===== src/rtl/stc_pkg.sv =====
package stc_pkg;
   // decision made at one instruction boundary
   typedef enum logic [1:0] {
      TK_NONE = 2'd0,
      TK_IRQ  = 2'd1,
      TK_TRAP = 2'd2
   } take_e;
endpackage


===== src/rtl/stc_irq_sync.sv =====
module stc_irq_sync #(
   parameter int STAGES = 0
) (
   input  logic clk,
   input  logic rst_n,
   input  logic d,
   output logic q
);
   initial begin
      assert (STAGES >= 0 && STAGES <= 4)
         else $error("stc_irq_sync: STAGES must be 0..4");
   end

   generate
      if (STAGES == 0) begin : g_pass
         assign q = d;
      end else begin : g_chain
         logic [STAGES-1:0] chain_q;
         always_ff @(posedge clk) begin
            if (!rst_n) chain_q <= '0;
            else if (STAGES == 1) chain_q <= d;
            else chain_q <= {chain_q[STAGES-2:0], d};
         end
         assign q = chain_q[STAGES-1];
      end
   endgenerate
endmodule


===== src/rtl/stc_flags.sv =====
module stc_flags (
   input  logic clk,
   input  logic rst_n,
   input  logic sti_op,
   input  logic cli_op,
   input  logic tf_we,
   input  logic tf_wdata,
   output logic ie,
   output logic tf
);
   logic ie_q, tf_q;

   always_ff @(posedge clk) begin
      if (!rst_n) begin
         ie_q <= 1'b0;
         tf_q <= 1'b0;
      end else begin
         if (cli_op)      ie_q <= 1'b0;
         else if (sti_op) ie_q <= 1'b1;
         if (tf_we)       tf_q <= tf_wdata;
      end
   end

   assign ie = ie_q;
   assign tf = tf_q;

   p_cli_clears_r2: assert property (@(posedge clk) disable iff (!rst_n)
      cli_op |=> !ie);
   p_sti_sets_r2: assert property (@(posedge clk) disable iff (!rst_n)
      (sti_op && !cli_op) |=> ie);
   p_ie_hold_r2: assert property (@(posedge clk) disable iff (!rst_n)
      (!sti_op && !cli_op) |=> $stable(ie));
   p_tf_hold_r7: assert property (@(posedge clk) disable iff (!rst_n)
      !tf_we |=> $stable(tf));
endmodule


===== src/rtl/stc_arb.sv =====
module stc_arb
   import stc_pkg::*;
#(
   parameter int VEC_W    = 8,
   parameter int TRAP_VEC = 1
) (
   input  logic             clk,
   input  logic             rst_n,
   input  logic             retire,
   input  logic             irq,
   input  logic             ie,
   input  logic             tf,
   input  logic             exc_ret,
   output logic             take_irq,
   output logic             take_exc,
   output logic [VEC_W-1:0] exc_vec
);
   localparam logic [VEC_W-1:0] VEC_VAL = VEC_W'(TRAP_VEC);

   take_e kind;
   logic  mask_q, irq_q, exc_q;

   // trap is examined before the external request
   always_comb begin
      kind = TK_NONE;
      if (retire) begin
         if (tf && !mask_q)  kind = TK_TRAP;
         else if (ie && irq) kind = TK_IRQ;
      end
   end

   always_ff @(posedge clk) begin
      if (!rst_n) begin
         mask_q <= 1'b0;
         irq_q  <= 1'b0;
         exc_q  <= 1'b0;
      end else begin
         if (kind != TK_NONE) mask_q <= 1'b1;
         else if (exc_ret)    mask_q <= 1'b0;
         irq_q <= (kind == TK_IRQ);
         exc_q <= (kind == TK_TRAP);
      end
   end

   assign take_irq = irq_q;
   assign take_exc = exc_q;
   assign exc_vec  = exc_q ? VEC_VAL : '0;

   p_irq_gated_r4: assert property (@(posedge clk) disable iff (!rst_n)
      !ie |=> !take_irq);
   p_irq_pulse_r3: assert property (@(posedge clk) disable iff (!rst_n)
      take_irq && !(retire && irq && ie) |=> !take_irq);
   p_exc_pulse_r5: assert property (@(posedge clk) disable iff (!rst_n)
      take_exc |=> !take_exc);
   p_vec_r5: assert property (@(posedge clk) disable iff (!rst_n)
      take_exc |-> (exc_vec == VEC_VAL));
   p_mask_r6: assert property (@(posedge clk) disable iff (!rst_n)
      (mask_q && !exc_ret) |=> !take_exc);
   p_one_take_r8: assert property (@(posedge clk) disable iff (!rst_n)
      !(take_irq && take_exc));
   p_need_retire_r9: assert property (@(posedge clk) disable iff (!rst_n)
      !retire |=> (!take_irq && !take_exc));
   p_vec_idle_r9: assert property (@(posedge clk) disable iff (!rst_n)
      !take_exc |-> (exc_vec == '0));
endmodule


===== src/rtl/step_trap_ctrl.sv =====
module step_trap_ctrl #(
   parameter int VEC_W    = 8,
   parameter int TRAP_VEC = 1,
   parameter int IRQ_SYNC = 0
) (
   input  logic             clk,
   input  logic             rst_n,
   input  logic             irq_req,
   input  logic             retire,
   input  logic             sti_op,
   input  logic             cli_op,
   input  logic             tf_we,
   input  logic             tf_wdata,
   input  logic             exc_ret,
   output logic             take_irq,
   output logic             take_exc,
   output logic [VEC_W-1:0] exc_vec
);
   initial begin
      assert (VEC_W >= 1 && VEC_W <= 16)
         else $error("step_trap_ctrl: VEC_W out of range");
      assert (TRAP_VEC >= 0 && TRAP_VEC < (1 << VEC_W))
         else $error("step_trap_ctrl: TRAP_VEC does not fit VEC_W");
   end

   logic irq_s, ie, tf;

   stc_irq_sync #(.STAGES(IRQ_SYNC)) u_sync (
      .clk(clk), .rst_n(rst_n), .d(irq_req), .q(irq_s)
   );

   stc_flags u_flags (
      .clk(clk), .rst_n(rst_n), .sti_op(sti_op), .cli_op(cli_op),
      .tf_we(tf_we), .tf_wdata(tf_wdata), .ie(ie), .tf(tf)
   );

   stc_arb #(.VEC_W(VEC_W), .TRAP_VEC(TRAP_VEC)) u_arb (
      .clk(clk), .rst_n(rst_n), .retire(retire), .irq(irq_s),
      .ie(ie), .tf(tf), .exc_ret(exc_ret),
      .take_irq(take_irq), .take_exc(take_exc), .exc_vec(exc_vec)
   );

   p_reset_quiet_r1: assert property (@(posedge clk)
      !rst_n |=> (!take_irq && !take_exc));
endmodule


===== config.mk =====
export PLATFORM = sky130hd
export DESIGN_NAME = step_trap_ctrl
export DESIGN_NICKNAME = d
export VERILOG_FILES = /design/src/rtl/stc_pkg.sv /design/src/rtl/stc_irq_sync.sv /design/src/rtl/stc_flags.sv /design/src/rtl/stc_arb.sv /design/src/rtl/step_trap_ctrl.sv
export SDC_FILE = /design/constraint.sdc
export NUM_CORES = 1
export LEC_CHECK = 0
export ABC_AREA = 1
export BUFFER_PORTS_ARGS = -buffer_cell sky130_fd_sc_hd__buf_4
export CAP_MARGIN = 10
export CORE_AREA = 2 2 39 41
export DETAILED_ROUTE_END_ITERATION = 7
export DIE_AREA = 0 0 41 43
export GPL_ROUTABILITY_DRIVEN = 0
export SETUP_SLACK_MARGIN = 0.5
export SLEW_MARGIN = 30
export SYNTH_ARGS = -nofsm -noshare
export SYNTH_HDL_FRONTEND = slang
export SYNTH_SLANG_ARGS = --single-unit

===== constraint.sdc =====
create_clock -name clk -period 1.7 [get_ports clk]
set_input_delay 0.255 -clock clk [delete_from_list [all_inputs] [get_ports clk]]
set_output_delay 0.255 -clock clk [all_outputs]
set_load 0.1 [all_outputs]

== Word-level counts from Yosys, hierarchy flattened ==
Cells that the tools add are included.

* Reduce and logical (&&, ||, !) cells: 6
* Bitwise logic cells: 1
* Mux-type cells: 6
* Equal/unequal tests: 2

{| class="wikitable"
|+ Operator list
! operator !! number
|-
| $mux W1 || 4
|-
| $mux W2 || 2
|-
| $reduce_bool A2 Y1 || 2
|-
| $eq A2 B1 Y1 const B || 1
|-
| $eq A2 B2 Y1 const B || 1
|-
| $logic_and A1 B1 Y1 || 2
|-
| $reduce_or A2 Y1 || 1
|-
| $logic_not A1 Y1 || 1
|-
| $not A1 Y1 || 1
|}

* Input port bits: 9
* Word-level logic and storage cells: 20
* Register bits: 5
* Output and inout bits: 10

== Depth between registers and ports, before layout ==
* Depth in word-level cells: 6
* Mapped depth: 4
* Gate-level depth less buffers: 4

== Hierarchy ==
Synthesis repeated with hierarchy kept, for this count alone.

* Cells, all modules: 36
* Area, all modules: 266.5 sq um

{| class="wikitable"
|+ Modules (own cells, without submodules)
! module !! cells an instance !! instances !! sequential area each (sq um) !! area an instance (sq um)
|-
| stc_arb || 24 || 1 || 60.1 || 182.7
|-
| stc_flags || 11 || 1 || 40.0 || 76.3
|-
| stc_irq_sync || 1 || 1 || 0.0 || 7.5
|}

== Worst setup path after synthesis ==
Ideal clock, no wire load.

* Kind: reg2out
* From: reg u_arb.exc_q (netlist: u_arb.take_exc)
* To: out exc_vec[0]
* Cell stages (with the launch flop): 2
* Buffers on the path: 1
* Slack: 0.089 ns
* Data arrival time: 1.356 ns
* Required time: 1.445 ns
* Path through: dfxtp_1 -> buf_4

* Longest elaborated chain between the ends: 1

{| class="wikitable"
|+ Ends and longest elaborated chain
! what !! line !! source
|-
| start, declared || stc_arb.sv:21 || <nowiki>logic mask_q, irq_q, exc_q;</nowiki>
|-
| start signal, assigned || stc_arb.sv:41 || <nowiki>exc_q <= (kind == TK_TRAP);</nowiki>
|-
| $mux W1 || stc_arb.sv:47 || <nowiki>assign exc_vec = exc_q ? VEC_VAL : '0;</nowiki>
|-
| end, declared || step_trap_ctrl.sv:17 || <nowiki>output logic [VEC_W-1:0] exc_vec</nowiki>
|}

Every way passes these cells.

== Final worst setup path ==
* From: reg u_arb.exc_q (netlist: u_arb.take_exc)
* To: out take_exc

{| class="wikitable"
|+ RTL lines
! what !! line !! source
|-
| end, declared || step_trap_ctrl.sv:16 || <nowiki>output logic take_exc,</nowiki>
|}

No word-level cell between the ends.

==> key figures <==
Critical path
  • Crit path DAT: roughly 0.85 ns
  • Crit-path cells: buf_4
  • Critical Path Start: u_arb.take_exc
  • Worst-path maximum fanout: 2
  • CP Capture Type: output port
  • Slowest stage cell, crit path: dfxtp_4
  • R2R Path End: u_arb.mask_q
  • CP bufs+invs: 1
  • R2r setup slk: 1.03 ns
  • Worst path required time: 1.44 ns
  • RR Startpoint: u_arb.mask_q
  • Max stage delay on crit path: 0.33 ns
  • R2R depth: 4
  • Worst Setup Start Kind: flip-flop
  • CP Class: flip-flop to output port
  • Crit path max-delay family: flip-flops

Routing
  • Routed len/inst: 5.90 um
  • Pre-antenna DRT Iters: 4
  • Vias: slightly below 200
  • DRT Wirelength: 354 um
  • Detailed Route Iter0 Violations: 4
  • Post-DRT Antenna Nets: 0
  • Vias per std cell: 3.32
  • DRC viols: 0

GRT
  • Largest net degree at the start of global routing: 6
  • Global Route Usage Sum: 6.03%
  • First-pass GRT wire length: 627 um
  • Initial antenna violation count: 0
  • Total gr overflow: 0
  • Vias in the first global route: ~160

Synth
  • Cell types occupying the most area after synthesis: dfxtp_1, buf_4, inv_1
  • YS warnings: 0
  • Sequential fraction of the synthesis area: 40.8%
  • Cell area after synthesis: approximately 250 sq um
  • Largest area contributor in the synthesized netlist: dfxtp_1
  • Syn avg cell area: 7.91 sq um
  • Post-synthesis instance total: 31
  • Async set or reset register ratio after synthesis: 0%
  • Synth unique cells: 12
  • Most frequent cells after synthesis: buf_4, dfxtp_1, inv_1, nand2_1
  • Top_reg_cell synth: dfxtp_1
  • Post-synth EDFFs: 0
  • Yosys reg bits: 5
  • Cell with the most instances after synthesis: buf_4
  • Area share of the largest cell type after synthesis: 40.8%

Clocking
  • Clock buffer depth: 2
  • Post-CTS Setup Bufs: 0
  • Clk Latency, worst-skew pair: 0.24 ns
  • # hold bufs at CTS: 0
  • H-tree depth: 1
  • Clk root buf: clkbuf_4
  • Clock-pin slew on the worst setup and hold paths: 0.04 ns
  • CTS tree: done
  • CTS sink cnt: 5
  • # resized after CTS: 0
  • CTS Buf Count: 3

Floorplan
  • Die height: 43 um
  • # rows: 14
  • Die width: around 40 um
  • Io pins: 19
  • Die area: 0.00176 sq mm
  • Initial core utilization: 17.7%
  • CORE AREA: 0.00138 sq mm

Power and ir drop
  • Leakage: 0.189 nW
  • Total power divided by cell area: 1080 mW/mm^2
  • Max IR drop VDD: 0.000293 V
  • Final Power: around 0.37 mW

Finish
  • Area Overhead vs Synth: 38.8%
  • # fillers: 147
  • Final std cells w/o fill: 60
  • Total Nets Final: between 50 and 60
  • Share of post-route cells with drive strength above 1: roughly two fifths
  • # diodes: 0
  • Fin area: between 300 and 400 sq um

Timing
  • Final worst-path cycle share: ~65%
  • RSZ-0062 raised after global routing: false
  • Achievable frequency: 907 MHz
  • Worst clock skew: about 0.00084 ns
  • Fin. Hold Viols: 0
  • Min Tclk post-route: 1.10 ns
  • Post-route setup TNS: 0 ns
  • Pins Over Slew Limit: 0
  • Final setup violation count: 0

Worst hold path
  • WHS Endpoint: u_flags.ie
  • Hold Path Origin: cli_op
  • HP Class: input port to flip-flop
  • Hold Path Depth: 2

Job
  • Max-cap viol count: 0

Place
  • Area of placed instances: 314 sq um
  • Placed instance count: 56
  • Buffers on Ports: 11

Run status
  • Outcome: finished clean
-- metrics by stage --
step	util (%)	hold slack (ns)	worst slack, ns
final	24.6	0.166	0.597
after global routing	24.6	0.171	0.568
after CTS	24.6	0.155	0.582
after detailed placement	22.7	0.417	0.849
after global placement	22.7	0.412	0.851
after floorplan	-	0.327	0.536
-- flip-flops by register name, summed over array words and instances (netlist names) --
name / flops
u_arb.take_exc: 1
u_arb.mask_q: 1
u_flags.tf: 1
u_arb.take_irq: 1
u_flags.ie: 1
-- cell families (layout without fill, tap and decap cells) --
logic type	Yosys count	after routing	synth area share (%)
buffers and inverters	12	19	30.6
other	1	7	1.53
AO/OA/AOI/OAI	3	3	6.12
flip-flops	5	5	40.8
AND/OR/NAND/NOR	10	10	20.9
-- area by class of cell --
class	instances	area [sq um]	share of cell area [%]
Sequential cell	5	104	30.5
Multi-Input combinational cell	20	92.6	27.2
Timing Repair Buffer	11	82.6	24.3
Clock buffer	4	26.3	7.72
Tap cell	16	20.0	5.88
Inverter	4	15.0	4.41
-- metal layers --
metal | share of wire, % | GRT usage [%]
met5 | 0 | 0
met4 | 1.7 | 4.00
met3 | 21 | 8.90
met2 | 33 | 5.63
met1 | 43 | 6.13
-- worst max-delay path by stage --
| stage | endpoint | depth (start not counted) |
|---|---|---|
| 6_report | take_exc | 1 |
| 5_1_grt | take_exc | 1 |
| 4_1_cts | take_exc | 1 |
| 3_5_place_dp | take_exc | 1 |
| 3_3_place_gp | exc_vec[0] | 1 |
| 2_1_floorplan | take_irq | 0 |
-- cells in the final DEF, fill, tap and decap left out, drive strengths merged --
cell type,synthesis,final
nor2,3,3
nand4,1,1
buf,8,11
inv,4,4
nand2,5,5
conb,1,7
dfxtp,5,5
clkbuf,0,4
a21oi,1,1
nand3,1,1
o21ai,2,2
-- report_power, final --
part | switching, mW | leakage [nW] | internal (mW)
clock network | 0.0479 | 0.0150 | 0.0887
registers | 0.00219 | 0.0417 | 0.122
logic | 0.0887 | 0.132 | 0.0174
Power figures use the tool's default switching activity.
